===== config.mk =====
export PLATFORM = sky130hd
export DESIGN_NAME = stat_snapshot_reader
export DESIGN_NICKNAME = d
export VERILOG_FILES = /design/src/rtl/stat_snap_pkg.sv /design/src/rtl/stat_live_bank.sv /design/src/rtl/stat_snap_bank.sv /design/src/rtl/stat_cmd_ctrl.sv /design/src/rtl/stat_snapshot_reader.sv
export SDC_FILE = /design/constraint.sdc
export NUM_CORES = 2
export LEC_CHECK = 0
export ABC_AREA = 1
export CAP_MARGIN = 20
export CELL_PAD_IN_SITES_DETAIL_PLACEMENT = 0
export CELL_PAD_IN_SITES_GLOBAL_PLACEMENT = 1
export CORE_MARGIN = 4
export CORE_UTILIZATION = 25
export CTS_BUF_LIST = sky130_fd_sc_hd__clkbuf_2
export DETAILED_ROUTE_END_ITERATION = 10
export GPL_ROUTABILITY_DRIVEN = 1
export PLACE_DENSITY_LB_ADDON = 0.1
export SLEW_MARGIN = 40
export SYNTH_ARGS = -nofsm -noshare
export SYNTH_HDL_FRONTEND = slang
export SYNTH_SLANG_ARGS = --single-unit

===== constraint.sdc =====
create_clock -name clk -period 1.9 [get_ports clk]
set_clock_uncertainty 0.15 [all_clocks]
set_input_delay 0.475 -clock clk [delete_from_list [all_inputs] [get_ports clk]]
set_output_delay 0.475 -clock clk [all_outputs]
set_load 0.005 [all_outputs]

===== src/rtl/stat_snap_pkg.sv =====
package stat_snap_pkg;
    localparam logic [4:0] ADDR_OP   = 5'h1D;
    localparam logic [4:0] ADDR_HI   = 5'h1E;
    localparam logic [4:0] ADDR_LO   = 5'h1F;
    localparam logic [7:0] CODE_SNAP = 8'hDC;
    localparam logic [7:0] CODE_READ = 8'hCC;

    typedef enum logic [1:0] {
        OP_NONE = 2'd0,
        OP_SNAP = 2'd1,
        OP_READ = 2'd2
    } op_kind_e;

    typedef struct packed {
        op_kind_e   kind;
        logic [7:0] arg;
    } stat_cmd_t;

    function automatic stat_cmd_t decode_cmd(input logic [15:0] word);
        stat_cmd_t c;
        c.arg = word[7:0];
        if (word[15:8] == CODE_SNAP)      c.kind = OP_SNAP;
        else if (word[15:8] == CODE_READ) c.kind = OP_READ;
        else                              c.kind = OP_NONE;
        return c;
    endfunction
endpackage


===== src/rtl/stat_live_bank.sv =====
module stat_live_bank #(
    parameter int NUM_PORTS = 4,
    parameter int NUM_CTRS  = 8,
    parameter int CTR_W     = 32,
    parameter int NUM_PAIRS = NUM_CTRS / 2,
    parameter logic [NUM_PAIRS-1:0] PAIR_MASK = '0
) (
    input  logic                                clk,
    input  logic                                rst,
    input  logic [NUM_PORTS*NUM_CTRS-1:0]       inc_i,
    output logic [NUM_PORTS*NUM_CTRS*CTR_W-1:0] live_o
);
    localparam logic [CTR_W-1:0] CTR_MAX = '1;

    for (genvar p = 0; p < NUM_PORTS; p++) begin : g_port
        for (genvar c = 0; c < NUM_CTRS; c++) begin : g_ctr
            localparam int SLOT = p * NUM_CTRS + c;
            logic             step;
            logic [CTR_W-1:0] cnt_q;

            if ((c % 2) == 1) begin : g_odd
                if (PAIR_MASK[c/2]) begin : g_high
                    assign step = inc_i[SLOT-1] &&
                                  (live_o[(SLOT-1)*CTR_W +: CTR_W] == CTR_MAX);
                end else begin : g_plain
                    assign step = inc_i[SLOT];
                end
            end else begin : g_even
                assign step = inc_i[SLOT];
            end

            always_ff @(posedge clk) begin
                if (rst)       cnt_q <= '0;
                else if (step) cnt_q <= cnt_q + 1'b1;
            end

            assign live_o[SLOT*CTR_W +: CTR_W] = cnt_q;
        end
    end
endmodule


===== src/rtl/stat_snap_bank.sv =====
module stat_snap_bank #(
    parameter int NUM_PORTS = 4,
    parameter int NUM_CTRS  = 8,
    parameter int CTR_W     = 32
) (
    input  logic                                clk,
    input  logic                                rst,
    input  logic                                cap_en_i,
    input  logic [7:0]                          cap_port_i,
    input  logic [NUM_PORTS*NUM_CTRS*CTR_W-1:0] live_i,
    input  logic [7:0]                          idx_i,
    output logic [NUM_CTRS*CTR_W-1:0]           snap_o,
    output logic [31:0]                         sel_o
);
    localparam int BANK_W = NUM_CTRS * CTR_W;

    always_ff @(posedge clk) begin
        if (rst) begin
            snap_o <= '0;
        end else if (cap_en_i) begin
            snap_o <= '0;
            for (int p = 0; p < NUM_PORTS; p++) begin
                if (cap_port_i == 8'(p)) snap_o <= live_i[p*BANK_W +: BANK_W];
            end
        end
    end

    always_comb begin
        sel_o = '0;
        for (int c = 0; c < NUM_CTRS; c++) begin
            if (idx_i == 8'(c)) sel_o[CTR_W-1:0] = snap_o[c*CTR_W +: CTR_W];
        end
    end
endmodule


===== src/rtl/stat_cmd_ctrl.sv =====
module stat_cmd_ctrl
    import stat_snap_pkg::*;
#(
    parameter int BUSY_CYCLES = 3
) (
    input  logic        clk,
    input  logic        rst,
    input  logic        wr_en_i,
    input  logic [4:0]  wr_addr_i,
    input  logic [15:0] wr_data_i,
    input  logic [31:0] sel_i,
    output logic        cap_en_o,
    output logic [7:0]  cap_port_o,
    output logic [7:0]  rd_idx_o,
    output logic        busy_o,
    output logic [15:0] hi_o,
    output logic [15:0] lo_o
);
    localparam int CNT_W = $clog2(BUSY_CYCLES + 1);

    stat_cmd_t        cmd;
    logic             accept;
    logic [CNT_W-1:0] busy_cnt;
    logic             pend_read;
    logic [7:0]       idx_q;

    assign cmd    = decode_cmd(wr_data_i);
    assign busy_o = (busy_cnt != '0);
    assign accept = wr_en_i && (wr_addr_i == ADDR_OP) && !busy_o && (cmd.kind != OP_NONE);

    assign cap_en_o   = accept && (cmd.kind == OP_SNAP);
    assign cap_port_o = cmd.arg;
    assign rd_idx_o   = idx_q;

    always_ff @(posedge clk) begin
        if (rst) begin
            busy_cnt  <= '0;
            pend_read <= 1'b0;
            idx_q     <= '0;
            hi_o      <= '0;
            lo_o      <= '0;
        end else if (accept) begin
            busy_cnt  <= CNT_W'(BUSY_CYCLES);
            pend_read <= (cmd.kind == OP_READ);
            idx_q     <= cmd.arg;
        end else if (busy_o) begin
            busy_cnt <= busy_cnt - 1'b1;
            if (busy_cnt == CNT_W'(1) && pend_read) begin
                hi_o      <= sel_i[31:16];
                lo_o      <= sel_i[15:0];
                pend_read <= 1'b0;
            end
        end
    end
endmodule


===== src/rtl/stat_snapshot_reader.sv =====
module stat_snapshot_reader
    import stat_snap_pkg::*;
#(
    parameter int NUM_PORTS   = 4,
    parameter int NUM_CTRS    = 8,
    parameter int CTR_W       = 32,
    parameter int BUSY_CYCLES = 3,
    parameter int NUM_PAIRS   = NUM_CTRS / 2,
    parameter logic [NUM_PAIRS-1:0] PAIR_MASK = '0
) (
    input  logic                          clk,
    input  logic                          rst,
    input  logic [NUM_PORTS*NUM_CTRS-1:0] inc_i,
    input  logic                          wr_en_i,
    input  logic [4:0]                    wr_addr_i,
    input  logic [15:0]                   wr_data_i,
    input  logic [4:0]                    rd_addr_i,
    output logic [15:0]                   rd_data_o
);
    localparam int LIVE_W = NUM_PORTS * NUM_CTRS * CTR_W;
    localparam int SNAP_W = NUM_CTRS * CTR_W;

    logic [LIVE_W-1:0] live_flat;
    logic [SNAP_W-1:0] snap_flat;
    logic [31:0]       sel_val;
    logic              cap_en;
    logic [7:0]        cap_port;
    logic [7:0]        rd_idx;
    logic              busy;
    logic [15:0]       data_hi;
    logic [15:0]       data_lo;

    stat_live_bank #(
        .NUM_PORTS(NUM_PORTS), .NUM_CTRS(NUM_CTRS), .CTR_W(CTR_W),
        .NUM_PAIRS(NUM_PAIRS), .PAIR_MASK(PAIR_MASK)
    ) live_i (
        .clk(clk), .rst(rst), .inc_i(inc_i), .live_o(live_flat)
    );

    stat_snap_bank #(
        .NUM_PORTS(NUM_PORTS), .NUM_CTRS(NUM_CTRS), .CTR_W(CTR_W)
    ) snap_i (
        .clk(clk), .rst(rst), .cap_en_i(cap_en), .cap_port_i(cap_port),
        .live_i(live_flat), .idx_i(rd_idx), .snap_o(snap_flat), .sel_o(sel_val)
    );

    stat_cmd_ctrl #(.BUSY_CYCLES(BUSY_CYCLES)) ctrl_i (
        .clk(clk), .rst(rst), .wr_en_i(wr_en_i), .wr_addr_i(wr_addr_i),
        .wr_data_i(wr_data_i), .sel_i(sel_val), .cap_en_o(cap_en),
        .cap_port_o(cap_port), .rd_idx_o(rd_idx), .busy_o(busy),
        .hi_o(data_hi), .lo_o(data_lo)
    );

    always_comb begin
        case (rd_addr_i)
            ADDR_OP: rd_data_o = {busy, 15'b0};
            ADDR_HI: rd_data_o = data_hi;
            ADDR_LO: rd_data_o = data_lo;
            default: rd_data_o = '0;
        endcase
    end
endmodule


### Word-level counts from Yosys, hierarchy flattened

Cells that the tools add are included.

* reductions and logical operators: 14
* add/sub/neg operators: 33
* equality and inequality tests: 19
* shift-type cells: 0
* bitwise logic cells: 1
* div/mod/pow operators: 0
* mux-type cells: 20
* magnitude comparators: 0
* multiply operators: 0

Operator list (count)
* $add 32x1->32 const B: 32
* $mux 256: 4
* $mux 32: 8
* $pmux 16 s3: 1
* $eq 8x2->1 const B: 4
* $eq 8x3->1 const B: 4
* $eq 5x5->1 const B: 4
* $eq 8x1->1 const B: 2
* $eq 8x8->1 const B: 2
* $logic_not 8->1: 2
* $mux 2: 4
* $reduce_bool 2->1: 4
* $logic_and 1x1->1: 5
* $eq 2x1->1 const B: 2
* $mux 1: 3
* $reduce_and 3->1: 1
* $eq 2x2->1 const B: 1
* $reduce_and 2->1: 1
* $sub 2x1->2 const B: 1
* $logic_not 1->1: 1
* $not 1->1: 1

* ROM bits: 0
* RAM bits: 0
* memories: 0
* input bits: 61
* word-level logic and storage cells: 125
* bits in registers: 1323
* output and inout bits: 16
* latch bits: 0

### Logic depth before layout (Yosys ltp)

* depth after elaboration: 9
* gate-level depth with buffers: 12
* gate-level depth less buffers: 12

### By module

From an unflattened synthesis, not the netlist that was laid out.

* cell total of the unflattened synthesis: 12008
* area total of the unflattened synthesis: 74243.7 um^2

Modules (own cells, without submodules)
* stat_live_bank: area each 53684.0 um^2, cells each 8485, instances 1
* stat_snap_bank: area each 18522.8 um^2, cells each 3233, instances 1
* stat_cmd_ctrl: area each 1715.4 um^2, cells each 226, instances 1
* stat_snapshot_reader: area each 321.6 um^2, cells each 64, instances 1

### Worst setup path before layout

No wires, ideal clock.

* path type: register -> register
* start: reg ctrl_i.busy_cnt[0]
* end: reg snap_i.snap_o[200]
* period minus slack after synthesis: 2.149 ns
* stages on the path, launching flop included: 12
* path slack: -0.249 ns
* library setup time: 0.117 ns
* arrival: 1.882 ns
* path through: dfxtp_1 inv_1 ha_1 inv_2 nor3_2 nand4_1 nor4_4 buf_6 clkbuf_4 o21ai_0 nor2_1 nor2_1

* longest elaborated chain between the ends: 5

Ends and longest elaborated chain
* start, declared: line stat_cmd_ctrl.sv:23 `logic [CNT_W-1:0] busy_cnt;`
* start signal, assigned: line stat_cmd_ctrl.sv:43 `busy_cnt <= CNT_W'(BUSY_CYCLES);`
* start signal, assigned: line stat_cmd_ctrl.sv:47 `busy_cnt <= busy_cnt - 1'b1;`
* $reduce_bool 2->1: line stat_cmd_ctrl.sv:28 `assign busy_o = (busy_cnt != '0);`
* $logic_not 1->1: line stat_cmd_ctrl.sv:29 `assign accept = wr_en_i && (wr_addr_i == ADDR_OP) && !busy_o && (cmd.kind != OP_NONE);`
* $logic_and 1x1->1 (2 in a row): line stat_cmd_ctrl.sv:29
* $logic_and 1x1->1: line stat_cmd_ctrl.sv:31 `assign cap_en_o = accept && (cmd.kind == OP_SNAP);`
* end signal, assigned: line stat_snap_bank.sv:23 `if (cap_port_i == 8'(p)) snap_o <= live_i[p*BANK_W +: BANK_W];`
* end, declared: line stat_snap_bank.sv:12 `output logic [NUM_CTRS*CTR_W-1:0] snap_o,`

No other way between the ends.
A chain may end at the register's enable or synchronous reset.

### Worst setup path after layout

* start: reg ctrl_i.busy_cnt[1]
* end: out rd_data_o[15]

* longest elaborated chain between the ends: 2

Ends and longest elaborated chain
* $reduce_bool 2->1: line stat_cmd_ctrl.sv:28
* $pmux 16 s3: line stat_snapshot_reader.sv:55 `case (rd_addr_i)`
* end, declared: line stat_snapshot_reader.sv:18 `output logic [15:0] rd_data_o`

No other way between the ends.

==> impl_metrics.toml <==
[outcome]
status = "complete, but fails checks"
violations = "negative setup slack"

[logic_synthesis]
yosys.area_share.simple_pct = 31.8
yosys_warnings = 0
syn_area_per_cell_um2 = 6.52
syn_area_um2 = 68600
synthAdderAreaFrac_pct = 0.639
synth_edf_count = 0
async_flop_share_pct = 0
syn_nets = 10610
synthXorXnorAreaFrac_pct = 2.61
synthMuxAreaShare_pct = 0
synth.distinct_cells = 45
ys.flop_type = "dfxtp_1"
synth_compound_area_share_pct = 16.2
ys_ff_latch = 1323
netlist_instances = 10514
synth_top_family_by_area = "simple AND/OR/NAND/NOR gates"
ys_seq_area_share_pct = 38.6

[hold_path]
hold_class = "in -> reg"
holdPathStages = 8

[global_routing]
grt_pass1_vias = 75851
top_usage_layer = "met2"
grt_pass1_wl_mm = 480
use_met1_pct = 30.5
overflow = 0
antenna_found_initial = 7
use_met3_pct = 2.80
grt_max_degree = 67
grt_usage_pct = 21.9
grtUsageMet2_pct = 34.4

[routing]
totalWireLength_mm = 328
drtIter0Drc = 5670
ant_nets = 0
vias = 77830
viasPerCell = 4.76
first_pass_iters = 6
wl_per_cell_um = 20.1
drc = 0

[critical_path]
ff2ff_path_depth = 15
path_class = "reg -> out"
worst-r2r-setup-slack_ps = -670
startpoint = "ctrl_i.busy_cnt[1]"
worst-endpoint-required_ps = 1270
arrival_ps = 3090
end_kind = "primary output"
reg2reg_to = "ctrl_i.lo_o[9]"
r2r-start = "ctrl_i.rd_idx_o[7]"
crit_fanout = 2
critPathCapture = "rd_data_o[15]"
cp-start-kind = "flop"

[clocking]
cts_tree = "built"
cts.clk_slew.worst_paths_ps = 100
clock-sinks = 1323
ctsLongestPathBuffers = 4
clockRootBuffer = "clkbuf_2"
cts-htree-levels = 5
clkLatencyLatePin_ps = 1810
cts_buffers = 415

[sta]
slew_viol_final = 0
worst_pin_slew_ps = 856
fin_tns_setup_ps = -175030
hold_viol_final = 0
max_freq_ghz = 0.269
setup_viol = 523
finalCritPeriodShare_pct = 196
setup_slack_ps = -1820
relSlewSlack_pct = 42.7
rsz0062_at_grt = "yes"
period_needed_ps = 3720

[placed_design]
port-buffer-count = 76
dp.cells = 15401
gp_congestion = 0.901
pre_cts_ws_ps = -1600
hpwl_mm = 248

[final_layout]
drive_above_1_share_pct = 22.1
final_nets = 12573
ff_latch_area_um2 = 26600
multi_input_area_um2 = 36900
syn_to_final_growth_pct = 38.0
fill_cells = 30176
fin_cells = 16344

[power]
p_leak_nw = 36.7
power_density_nw_per_um2 = 573
ir_worst_vdd_uv = 360

[die]
initial_utilization_pct = 25.1
coreArea_um2 = 273000
dieHeight_um = 532
die_w_um = 532
ios = 77
dieArea_um2 = 283000
num_rows = 192

[run]
max-cap-violations = 0
[layer usage]
| layer | up-vias | wire [um] |
|---|---|---|
| met1 | 36444 | 157000 |
| met3 | 530 | 16000 |
| met2 | 1989 | 143000 |
| li1 | 38865 | - |
| met4 | 2 | 12100 |
| met5 | - | 13 |
[final cells by class]
type                       instances  share of cell area (%)
clock buffer                     575                    3.04
antenna                            2                 0.00529
sequential                      1323                    28.1
inverter                        1429                    5.68
tap                             3589                    4.75
clock inverter                   118                   0.715
timing repair buffer            1931                    18.7
multi-input combinational       7377                    39.0
[cells in the final DEF (no fill, tap or decap), types with 19 or more instances in the layout]
cell type	n
o21a_1	39
clkdlybuf4s50_1	59
xor2_1	172
o21ai_1	115
buf_12	113
inv_2	26
nor2_2	87
o21ai_4	33
nor3_1	489
buf_16	22
ha_1	34
nor4_1	87
o21ai_2	125
o21ai_0	698
inv_1	1401
clkinv_1	96
dfxtp_1	1285
a21oi_1	682
a31oi_1	21
o211ai_1	64
nor2_1	1642
buf_8	28
buf_6	43
dfxtp_2	29
xnor2_1	32
nor2_4	34
nor3b_1	20
dlygate4sd3_1	111
nand3_1	616
o221ai_1	194
nand3b_1	19
clkbuf_2	575
nand4_1	258
buf_4	1510
clkbuf_16	32
nand2_2	45
nand2_4	27
nand2_1	1766
[kinds of logic (layout without fill, tap and decap cells)]
group           Yosys count  count (layout)
compound gates         2005            2005
xor+xnor                204             204
fa+ha+maj                35              35
buf+inv                1814            4053
flops                  1323            1323
other cells               0               2
simple gates           5133            5133
[how the worst min path moves through the flow]
stage                                        start                                  end
3_3_place_gp   live_i.g_port[3].g_ctr[1].cnt_q[31]  live_i.g_port[3].g_ctr[1].cnt_q[31]
3_5_place_dp   live_i.g_port[2].g_ctr[2].cnt_q[31]  live_i.g_port[2].g_ctr[2].cnt_q[31]
5_1_grt                               wr_addr_i[2]                     ctrl_i.pend_read
4_1_cts                               wr_data_i[7]                   ctrl_i.rd_idx_o[7]
6_report                              wr_addr_i[2]                     ctrl_i.pend_read
2_1_floorplan   live_i.g_port[0].g_ctr[4].cnt_q[8]   live_i.g_port[0].g_ctr[4].cnt_q[8]
[cell usage after synthesis (all sizes together), types with 4 or more instances]
cell    instances  share of area (%)
nand3b         19               0.21
xor2          172                2.2
or3            11               0.10
buf            77               0.60
nor2         1763                9.7
a21oi         696                5.1
nor3b          20               0.22
a31oi          21               0.19
o221ai        194                2.5
inv          1425                7.8
and3            5              0.046
a221oi          6              0.077
nor3          492                3.6
o211ai         64               0.70
o21ai         971                7.1
a211oi          7              0.077
clkbuf        308                1.7
o31ai           4              0.044
dfxtp        1323                 39
nand4         258                2.4
ha             35               0.64
nor4           90               0.86
o21a           39               0.43
nand2        1840                 10
clkinv          4              0.022
xnor2          32               0.41
nand3         631                4.6
[per-stage QoR]
stage	power, mW	utilization, %	area [um2]	hold WS [ps]
2_1_floorplan	29.7	-	68700	287
3_3_place_gp	31.3	31.3	85600	304
3_5_place_dp	31.3	31.3	85600	307
4_1_cts	55.7	33.7	92200	5.68
5_1_grt	57.3	34.6	94600	214
6_report	54.2	34.6	94600	298
[registers in the layout, indices dropped and copies added, names as in the netlist]
register and cells:
snap_i.snap_o 256, live_i.g_port.g_ctr.cnt_q 1024, ctrl_i.rd_idx_o 8, ctrl_i.pend_read 1, ctrl_i.hi_o 16, ctrl_i.busy_cnt 2, ctrl_i.lo_o 16
[power by group]
group | total, mW | internal, mW | leakage, nW | switching [mW]
clock | 23.3 | 9.08 | 2.70 | 14.2
combinational | 3.00 | 1.29 | 23.3 | 1.71
sequential | 27.9 | 27.8 | 10.7 | 0.102
[worst max-delay path: stages, from the launching register on]
cell and delay (ps):
dfxtp_2 330, inv_2 40, ha_4 150, buf_6 120
nor3_2 90, nand3_1 90, o211ai_1 250, buf_4 220
buf_6 90
[what timing repair did]
item                                    in CTS  in global routing
pin swaps                                  131                251
gates cloned                                19                 43
gates resized for setup                    478                434
setup buffers                               42                 36
hold buffers                               114                  0
hold endpoints to repair                  1323                  0
endpoints found under the setup margin     502                889
(Power assumes the default switching activity.)
